`src/rtl/vic_pkg.sv`:
```
package vic_pkg;
  localparam int NSRC    = 64;
  localparam int DW      = 32;
  localparam int AW      = 7;
  localparam int PRIO_W  = 4;
  localparam int MASK_W  = PRIO_W + 1;
  localparam int PER_WRD = DW / PRIO_W;
  localparam int NGRP    = NSRC / PER_WRD;
  localparam int SIDX_W  = $clog2(NSRC);
  localparam int WIDX_W  = AW - 2;

  localparam logic [WIDX_W-1:0] W_CTRL   = 5'd0;
  localparam logic [WIDX_W-1:0] W_MASK   = 5'd1;
  localparam logic [WIDX_W-1:0] W_SETNUM = 5'd2;
  localparam logic [WIDX_W-1:0] W_CLRNUM = 5'd3;
  localparam logic [WIDX_W-1:0] W_ENH    = 5'd4;
  localparam logic [WIDX_W-1:0] W_ENL    = 5'd5;
  localparam logic [WIDX_W-1:0] W_TYPH   = 5'd6;
  localparam logic [WIDX_W-1:0] W_TYPL   = 5'd7;
  localparam logic [WIDX_W-1:0] W_PRIO   = 5'd8;
  localparam logic [WIDX_W-1:0] W_NVEC   = 5'd16;
  localparam logic [WIDX_W-1:0] W_FVEC   = 5'd17;
  localparam logic [WIDX_W-1:0] W_RAWH   = 5'd18;
  localparam logic [WIDX_W-1:0] W_RAWL   = 5'd19;
  localparam logic [WIDX_W-1:0] W_FRCH   = 5'd20;
  localparam logic [WIDX_W-1:0] W_FRCL   = 5'd21;
  localparam logic [WIDX_W-1:0] W_NPH    = 5'd22;
  localparam logic [WIDX_W-1:0] W_NPL    = 5'd23;
  localparam logic [WIDX_W-1:0] W_FPH    = 5'd24;
  localparam logic [WIDX_W-1:0] W_FPL    = 5'd25;

  typedef logic [PRIO_W-1:0] prio_t;
endpackage

```
`src/rtl/vic_regfile.sv`:
```
module vic_regfile
  import vic_pkg::*;
(
  input  logic              clk_i,
  input  logic              rst_ni,
  input  logic              wr_i,
  input  logic [WIDX_W-1:0] widx_i,
  input  logic [DW-1:0]     wdata_i,
  output logic [NSRC-1:0]   en_o,
  output logic [NSRC-1:0]   typ_o,
  output logic [NSRC-1:0]   frc_o,
  output logic [MASK_W-1:0] mask_o,
  output logic [DW-1:0]     prio_wrd_o [NGRP]
);
  localparam int HALF = NSRC / 2;

  logic [NSRC-1:0]   en_q, typ_q, frc_q;
  logic [MASK_W-1:0] mask_q;
  logic [DW-1:0]     prio_q [NGRP];
  logic              num_ok;

  // number writes beyond the source range are dropped
  assign num_ok = (wdata_i[DW-1:SIDX_W] == '0);

  always_ff @(posedge clk_i or negedge rst_ni) begin
    if (!rst_ni) begin
      en_q   <= '0;
      typ_q  <= '0;
      frc_q  <= '0;
      mask_q <= '0;
    end else if (wr_i) begin
      unique case (widx_i)
        W_MASK:   mask_q <= wdata_i[MASK_W-1:0];
        W_SETNUM: if (num_ok) en_q[wdata_i[SIDX_W-1:0]] <= 1'b1;
        W_CLRNUM: if (num_ok) en_q[wdata_i[SIDX_W-1:0]] <= 1'b0;
        W_ENH:    en_q[NSRC-1:HALF]  <= wdata_i;
        W_ENL:    en_q[HALF-1:0]     <= wdata_i;
        W_TYPH:   typ_q[NSRC-1:HALF] <= wdata_i;
        W_TYPL:   typ_q[HALF-1:0]    <= wdata_i;
        W_FRCH:   frc_q[NSRC-1:HALF] <= wdata_i;
        W_FRCL:   frc_q[HALF-1:0]    <= wdata_i;
        default:  ;
      endcase
    end
  end

  // group g lives at word W_PRIO + (NGRP-1-g): highest group at lowest address
  always_ff @(posedge clk_i or negedge rst_ni) begin
    if (!rst_ni) begin
      for (int g = 0; g < NGRP; g++) prio_q[g] <= '0;
    end else if (wr_i) begin
      for (int g = 0; g < NGRP; g++)
        if (widx_i == WIDX_W'(int'(W_PRIO) + NGRP - 1 - g)) prio_q[g] <= wdata_i;
    end
  end

  assign en_o       = en_q;
  assign typ_o      = typ_q;
  assign frc_o      = frc_q;
  assign mask_o     = mask_q;
  assign prio_wrd_o = prio_q;
endmodule

```
`src/rtl/vic_prio_arb.sv`:
```
module vic_prio_arb
  import vic_pkg::*;
(
  input  logic [NSRC-1:0]   pend_i,
  input  prio_t             prio_i [NSRC],
  input  logic [MASK_W-1:0] mask_i,
  output logic              any_o,
  output logic [SIDX_W-1:0] idx_o
);
  logic [NSRC-1:0] qual;

  for (genvar i = 0; i < NSRC; i++) begin : g_qual
    assign qual[i] = pend_i[i] && ($signed({1'b0, prio_i[i]}) > $signed(mask_i));
  end

  assign any_o = |qual;

  // strict compare keeps the lower index on equal priority
  always_comb begin
    logic  found;
    prio_t best_p;
    found  = 1'b0;
    best_p = '0;
    idx_o  = '0;
    for (int i = 0; i < NSRC; i++) begin
      if (qual[i] && (!found || prio_i[i] > best_p)) begin
        found  = 1'b1;
        best_p = prio_i[i];
        idx_o  = SIDX_W'(i);
      end
    end
  end
endmodule

```
`src/rtl/vic_first_set.sv`:
```
module vic_first_set
  import vic_pkg::*;
(
  input  logic [NSRC-1:0]   vec_i,
  output logic              any_o,
  output logic [SIDX_W-1:0] idx_o
);
  assign any_o = |vec_i;

  always_comb begin
    idx_o = '0;
    for (int i = NSRC - 1; i >= 0; i--)
      if (vec_i[i]) idx_o = SIDX_W'(i);
  end
endmodule

```
`src/rtl/vic_top.sv`:
```
module vic_top
  import vic_pkg::*;
(
  input  logic          clk_i,
  input  logic          rst_ni,
  input  logic          wr_en_i,
  input  logic [6:0]    addr_i,
  input  logic [31:0]   wdata_i,
  output logic [31:0]   rdata_o,
  input  logic [63:0]   src_i,
  output logic          norm_irq_o,
  output logic          fast_irq_o
);
  localparam int HALF = NSRC / 2;

  logic [WIDX_W-1:0] widx;
  logic              aligned;
  logic [NSRC-1:0]   en_bits, typ_bits, frc_bits, act, n_pend, f_pend;
  logic [MASK_W-1:0] mask_lvl;
  logic [DW-1:0]     prio_wrd [NGRP];
  prio_t             prio_f [NSRC];
  logic              n_any, f_any;
  logic [SIDX_W-1:0] n_idx, f_idx;
  logic [DW-1:0]     n_vec, f_vec;

  assign widx    = addr_i[AW-1:2];
  assign aligned = (addr_i[1:0] == 2'b00);

  vic_regfile u_regs (
    .clk_i      (clk_i),
    .rst_ni     (rst_ni),
    .wr_i       (wr_en_i && aligned),
    .widx_i     (widx),
    .wdata_i    (wdata_i),
    .en_o       (en_bits),
    .typ_o      (typ_bits),
    .frc_o      (frc_bits),
    .mask_o     (mask_lvl),
    .prio_wrd_o (prio_wrd)
  );

  for (genvar g = 0; g < NGRP; g++) begin : g_grp
    for (genvar j = 0; j < PER_WRD; j++) begin : g_fld
      assign prio_f[g*PER_WRD + j] = prio_wrd[g][j*PRIO_W +: PRIO_W];
    end
  end

  assign act    = src_i | frc_bits;
  assign n_pend = act & en_bits & ~typ_bits;
  assign f_pend = act & en_bits & typ_bits;

  vic_prio_arb u_narb (
    .pend_i (n_pend),
    .prio_i (prio_f),
    .mask_i (mask_lvl),
    .any_o  (n_any),
    .idx_o  (n_idx)
  );

  vic_first_set u_farb (
    .vec_i (f_pend),
    .any_o (f_any),
    .idx_o (f_idx)
  );

  assign n_vec      = n_any ? DW'(n_idx) : '1;
  assign f_vec      = f_any ? DW'(f_idx) : '1;
  assign norm_irq_o = n_any;
  assign fast_irq_o = f_any;

  always_comb begin
    rdata_o = '0;
    if (aligned) begin
      unique case (widx)
        W_MASK:  rdata_o = DW'(mask_lvl);
        W_ENH:   rdata_o = en_bits[NSRC-1:HALF];
        W_ENL:   rdata_o = en_bits[HALF-1:0];
        W_TYPH:  rdata_o = typ_bits[NSRC-1:HALF];
        W_TYPL:  rdata_o = typ_bits[HALF-1:0];
        W_NVEC:  rdata_o = n_vec;
        W_FVEC:  rdata_o = f_vec;
        W_RAWH:  rdata_o = src_i[NSRC-1:HALF];
        W_RAWL:  rdata_o = src_i[HALF-1:0];
        W_FRCH:  rdata_o = frc_bits[NSRC-1:HALF];
        W_FRCL:  rdata_o = frc_bits[HALF-1:0];
        W_NPH:   rdata_o = n_pend[NSRC-1:HALF];
        W_NPL:   rdata_o = n_pend[HALF-1:0];
        W_FPH:   rdata_o = f_pend[NSRC-1:HALF];
        W_FPL:   rdata_o = f_pend[HALF-1:0];
        default: begin
          for (int g = 0; g < NGRP; g++)
            if (widx == WIDX_W'(int'(W_PRIO) + NGRP - 1 - g)) rdata_o = prio_wrd[g];
        end
      endcase
    end
  end
endmodule

```
`config.mk`:
```
export PLATFORM = sky130hd
export DESIGN_NAME = vic_top
export DESIGN_NICKNAME = d
export VERILOG_FILES = /design/src/rtl/vic_pkg.sv /design/src/rtl/vic_regfile.sv /design/src/rtl/vic_prio_arb.sv /design/src/rtl/vic_first_set.sv /design/src/rtl/vic_top.sv
export SDC_FILE = /design/constraint.sdc
export NUM_CORES = 2
export LEC_CHECK = 0
export ABC_AREA = 1
export ABC_CLOCK_PERIOD_IN_PS = 170600
export BUFFER_PORTS_ARGS = -buffer_cell sky130_fd_sc_hd__buf_2
export CORE_ASPECT_RATIO = 0.8
export CORE_MARGIN = 3
export CORE_UTILIZATION = 35
export DETAILED_ROUTE_END_ITERATION = 16
export PLACE_DENSITY = 0.49
export SLEW_MARGIN = 10
export SYNTH_ARGS = -nofsm -noshare
export SYNTH_HDL_FRONTEND = slang
export SYNTH_HIERARCHICAL = 1
export SYNTH_SLANG_ARGS = --single-unit
```
`constraint.sdc`:
```
create_clock -name clk_i -period 170.6 [get_ports clk_i]
set_clock_uncertainty 0.15 [all_clocks]
set_input_delay 51.18 -clock clk_i [delete_from_list [all_inputs] [get_ports clk_i]]
set_output_delay 51.18 -clock clk_i [all_outputs]
set_load 0.005 [all_outputs]
```
==> After elaboration in Yosys (flattened, before gate mapping) <==
Index checks and enable logic that the tools add are counted.
{ "classes": {"n_lt_le_gt_ge": 129, "n_eq_ne": 27, "mux": 271, "n_bitwise": 8, "n_reduce_logical": 276} }
{ "ops": {"columns": ["cell", "count"], "rows": [
  ["6-bit two-way mux", 96],
  ["32-bit case mux with 15 select lines", 1],
  ["32-bit two-way mux", 11],
  ["5-bit > comparator", 64],
  ["4-bit two-way mux", 71],
  ["64-bit bitwise AND", 4],
  ["4-bit > comparator", 63],
  ["32-bit case mux with 3 select lines", 2],
  ["1-bit logical AND", 129],
  ["64-bit two-way mux", 2],
  ["64-bit NOT", 2],
  ["64-bit OR", 2],
  ["64-bit OR reduction", 2],
  ["5-bit two-way mux", 16],
  ["1-bit two-way mux", 65],
  ["1-bit logical NOT", 63],
  ["1-bit logical OR", 63],
  ["5-bit == test, second input constant", 10],
  ["5-bit by 4-bit == test with 1-bit output, second input constant", 8],
  ["26-bit logical NOT", 1],
  ["2-bit AND reduction", 13],
  ["5-bit by 3-bit == test with 1-bit output, second input constant", 4],
  ["3-bit two-way mux", 4],
  ["5-bit by 2-bit == test with 1-bit output, second input constant", 2],
  ["other kinds (9)", 13]
]} }
{ "totals": {"reg_bits": 453, "inputBits": 106, "wordCells": 726} }

==> Logic depth before layout (Yosys ltp) <==
{ "depth": {"word_depth": 260, "mapped_depth": 694, "mapped_depth_nobuf": 651} }

==> Cells and area by module <==
The synthesis kept the hierarchy.
{ "modules_own_cells": {"columns": ["module", "instances", "cells_per_inst", "area_each_um2"], "rows": [
  ["vic_regfile", 1, 2194, 18866.8],
  ["vic_prio_arb", 1, 3118, 18461.5],
  ["vic_top", 1, 1849, 7736.2],
  ["vic_first_set", 1, 235, 1024.7]
]} }

==> Least setup slack after synthesis <==
OpenSTA, ideal clock, no wires.
{ "synth_path": {"kind": "input to output", "start": "input port src_i[0]", "end": "output port rdata_o[3]", "t_arrival_ns": 118.079, "required_time_ns": 119.270, "path_slack_ns": 1.191, "stages": 680, "cell_sequence": "or2_2 nand3_1 inv_1 nand2_2 inv_1 nand2_1 ha_1 inv_1 nor2_1 o21bai_1 nand2_1 nand2_1 nand3_1 nand2_1 o21ai_0 ha_1 nand2_1 o21ai_0 [644 not listed] inv_1 nor2_1 o21bai_1 nand2_1 o21ai_0 o21ai_0 nand2_1 nand2_1 nor4_1 nand2_2 nor2_1 nor2_1 nor2_1 nand2_1 nor2_1 nand3_1 nand2_1 nor2_1"} }
{ "synth_between": {"elab_chain_len": 260, "word_cells_on_any_way": 446} }
{ "synth_lines": {"columns": ["item", "line", "rtl"], "rows": [
  ["start, declared", "vic_top.sv:10", "input logic [63:0] src_i,"],
  ["64-bit OR (*)", "vic_top.sv:48", "assign act = src_i | frc_bits;"],
  ["64-bit bitwise AND (*) (2 in a row)", "vic_top.sv:49", "assign n_pend = act & en_bits & ~typ_bits;"],
  ["named net n_pend[0]", "vic_top.sv:18", "logic [NSRC-1:0] en_bits, typ_bits, frc_bits, act, n_pend, f_pend;"],
  ["1-bit logical AND (*)", "vic_prio_arb.sv:13", "assign qual[i] = pend_i[i] && ($signed({1'b0, prio_i[i]}) > $signed(mask_i));"],
  ["4-bit two-way mux or 1-bit two-way mux (tied branches)", "vic_prio_arb.sv:26", "if (qual[i] && (!found || prio_i[i] > best_p)) begin"],
  ["4-bit > comparator or 1-bit logical NOT (tied branches)", "vic_prio_arb.sv:26", null],
  ["1-bit logical OR", "vic_prio_arb.sv:26", null],
  ["1-bit logical AND", "vic_prio_arb.sv:26", null],
  ["[245 not listed]", null, null],
  ["4-bit > comparator or 1-bit logical NOT (tied branches)", "vic_prio_arb.sv:26", null],
  ["1-bit logical OR", "vic_prio_arb.sv:26", null],
  ["1-bit logical AND", "vic_prio_arb.sv:26", null],
  ["6-bit two-way mux (*)", "vic_prio_arb.sv:26", null],
  ["named net n_idx[3]", "vic_top.sv:23", "logic [SIDX_W-1:0] n_idx, f_idx;"],
  ["32-bit two-way mux (*)", "vic_top.sv:66", "assign n_vec = n_any ? DW'(n_idx) : '1;"],
  ["32-bit case mux with 15 select lines (*)", "vic_top.sv:74", "unique case (widx)"],
  ["32-bit two-way mux (*)", "vic_top.sv:73", "if (aligned) begin"],
  ["end, declared", "vic_top.sv:9", "output logic [31:0] rdata_o,"]
]} }
The timed path passes the listed nets; every way through them passes the cells marked *.

==> Worst setup path in the final report <==
Same ends and word-level chain as after synthesis.

==> summary.txt <==
Global routing
  • First-pass GRT wire length: between 300000 and 400000 µm
  • Top Usage Layer GRT: met2
  • Largest net degree at the start of global routing: ~120
  • Met3 Track Usage GR: approximately 10%
  • Met2 usage: between 40 and 50%
  • Met1 Resource Use GR: approximately 46%
  • Vias in the first global route: 46400
  • Initial antenna violation count: 33
  • Gr usage total: between 30% and 40%
  • Remaining Overflow, GRT: 0

Drt
  • Initial DRC Count: roughly 6600
  • DRT Wirelength: 235000 µm
  • DRT antenna net count: 0
  • Via count: about 53000
  • Routed vias/inst: between 5 and 6
  • Total iterations of the first detailed-routing run: 6
  • DRC Markers: 0
  • Wire per inst: 24.1 µm

Power and ir drop
  • Power Density: about 8.6 mW/mm²
  • VDD IR-drop max: between 0.007 and 0.008 mV
  • Leakage: around 30 nW

Setup path
  • Flop-to-flop setup slack: 169.11 ns
  • Crit. Startpoint: src_i[0]
  • CP endpoint kind: output pin
  • Worst Path Required: between 100 and 150 ns
  • CP max-delay cell: o21ai_0
  • Most frequent CP cell: nand2_1
  • Crit path buf inv count: 73
  • Arr. time, crit path: 119.12 ns
  • Crit-path max cell delay: between 0.3 and 0.4 ns
  • WS Path Type: in2out
  • FF-to-FF Start: u_regs/mask_o[0]
  • Type of origin of the critical path: primary input
  • Top delay family on crit path: simple AND/OR/NAND/NOR gates
  • Crit Path Max Fanout: 8

Clock network
  • Clock tree buffer depth: 3
  • CTS tree: yes
  • Clock-pin slew on the worst setup and hold paths: approximately 0.060 ns
  • Worst skew pair latency: 0.64 ns
  • CTS H-tree depth: 2
  • Sink Count: about 450
  • CTS Root Cell: clkbuf_16
  • TritonCTS buffer count: 57

Yosys
  • Area contributors post-synth: dfrtp_1, nand2_1, ha_1, nand3_1, inv_1
  • Yosys top cell area share: between 20% and 30%
  • Post-Syn Nets: 7954
  • Mapped cell area: ~0.046 mm²
  • Most numerous cell in the Yosys netlist: nand2_1
  • Avg Cell Area, Syn: ~6.2 µm²
  • Post-synthesis sequential area ratio: 24.6%
  • Number of flops mapped to enable cells by yosys: 0
  • Top cells by count, synth: nand2_1, inv_1, nand3_1
  • Unique cell type count in the Yosys netlist: between 50 and 60
  • Ys async rst share: 100%
  • Synth Warn #: 6
  • Flops & latches, synth: about 450
  • Synth area leader: dfrtp_1
  • Synth Flop Type: dfrtp_1
  • Mapped Cells: roughly 7400

Placed design
  • GPL Wtd Cong: around 1
  • Place WS: -4.73 ns
  • DP Wirelength: between 150000 and 200000 µm
  • Dpl cells: about 9500
  • IO buf count: ~140
  • Area post-placement: between 0.05 and 0.06 mm²

Floorplanning
  • Die span in x: 412 µm
  • Die area: 0.136 mm²
  • # IOs: 140
  • Placement Rows: 118
  • Core area: 0.130 mm²
  • Die span in y: 331 µm
  • Initial core utilization: approximately 35%

Finish
  • Footprint of the multi-input gates: 0.0311 mm²
  • Register area: between 0.01 and 0.015 mm²
  • Share of cells above drive strength 1: approximately a fifth
  • Post-route insts no fill: roughly 10000
  • Util after Layout: between 40 and 50%
  • Final #Nets: between 8000 and 9000
  • Design area: between 0.05 and 0.06 mm²
  • Fill cell count: 13800
  • Area Overhead vs Synth: 21.9%

Timing
  • Final Hold Fails: 0
  • Slew Limit Fails: 0
  • Minimum clock period: 170.45 ns
  • Least-Margin Pin Slew: approximately 1.4 ns
  • Setup violations, final: 0
  • Final WS setup: about 0.15 ns
  • Hold_ws: roughly 0.34 ns
  • Slew headroom: 9.61%
  • RSZ-0062 raised after global routing: yes
  • Final Cycle Share: between 90 and 100%
  • F_max: 5.87 MHz

Job
  • MaxCap Viol Count: 0

Min path
  • Hold_sp: u_regs/typ_o[31]
  • Worst Hold Class: reg2reg

Status
  • Status: finished, final reports clean
==> per-layer routing <==
layer	routed length, µm	share of wire, %
met1	100000	43
met2	92900	40
met3	28300	12
met4	13500	5.8
met5	72	0.031
==> worst paths after layout <==
path	endpoint	cells after the start
worst min-delay path	u_regs/typ_o[31]	2
max in group asynchronous	u_regs/prio_wrd_o[65]	3
worst max-delay path	rdata_o[3]	636
worst min register to register	u_regs/typ_o[31]	2
min in group asynchronous	u_regs/en_o[41]	1
worst max register to register	u_regs/mask_o[0]	2
==> timing repair <==
action / CTS / global route
gates cloned: 0 / 3
pin swaps: 84 / 390
setup endpoints to repair: 6 / 6
hold buffers: 0 / 0
buffers inserted: 9 / 132
gates resized for setup: 191 / 372
==> cells by family (layout without fill, tap and decap cells) <==
group	Yosys count	count (layout)	synth area share, %
other cells	0	29	0
fa+ha+maj	452	452	12.3
simple gates	4189	4192	39.2
flops	453	453	24.6
buf+inv	1275	1883	11.8
compound gates	1027	1027	12.1
==> through the flow <==
step	TNS [ns]	total power, mW
finish	0	0.483
global route	-34.69	0.514
CTS	0	0.458
detailed placement	-26.96	0.324
global placement	-13.82	0.322
floorplan	0	0.249
==> layout make-up <==
cell class | instances | area share, %
Timing Repair Buffer | 789 | 10.1
Antenna cell | 29 | 0.129
Tap cell | 1740 | 3.87
Sequential cell | 453 | 20.2
Clock buffer | 76 | 2.84
Clock inverter | 30 | 0.648
Multi-Input combinational cell | 5671 | 55.4
Inverter | 988 | 6.81
==> cells in the final DEF, fill, tap and decap left out, types with 6 or more instances in the layout <==
master,count
ha_1,422
clkinv_2,14
nand2_1,2118
clkbuf_16,57
ha_4,27
bufinv_8,8
a21oi_1,147
bufinv_16,7
inv_2,65
o21ai_0,453
nand2_4,72
nor2_1,565
buf_2,137
a21oi_2,7
nand2_2,221
o21ai_2,71
nand3_4,6
clkbuf_8,10
clkbuf_1,9
nor2_4,20
o21ai_4,9
nor3_1,45
o21ai_1,179
buf_4,633
nand3_2,16
nand4_1,212
buf_6,16
dfrtp_1,452
o21bai_1,90
diode_2,29
or2_2,93
a21boi_0,51
nand3_1,773
inv_1,906
nor2_2,20
==> power breakdown <==
part / switching [mW] / total (mW) / internal, mW
logic: 0.125 / 0.220 / 0.0949
clock network: 0.0547 / 0.131 / 0.0764
registers: 0.0166 / 0.132 / 0.115
total: 0.196 / 0.483 / 0.287
==> registers in the layout, summed over array words and instances, names as in the netlist <==
name and count:
u_regs/prio_wrd_o 256, u_regs/frc_o 64, u_regs/mask_o 5, u_regs/typ_o 64
u_regs/en_o 64
==> worst reg2reg max path, delay by kind of cell, from the launching register on <==
kind | cells | cell delay (ns)
AO/OA/AOI/OAI | 1 | 0.10
AND/OR/NAND/NOR | 1 | 0.12
flip-flops | 1 | 1.03
Note: power is estimated with default switching activity, not from simulation.
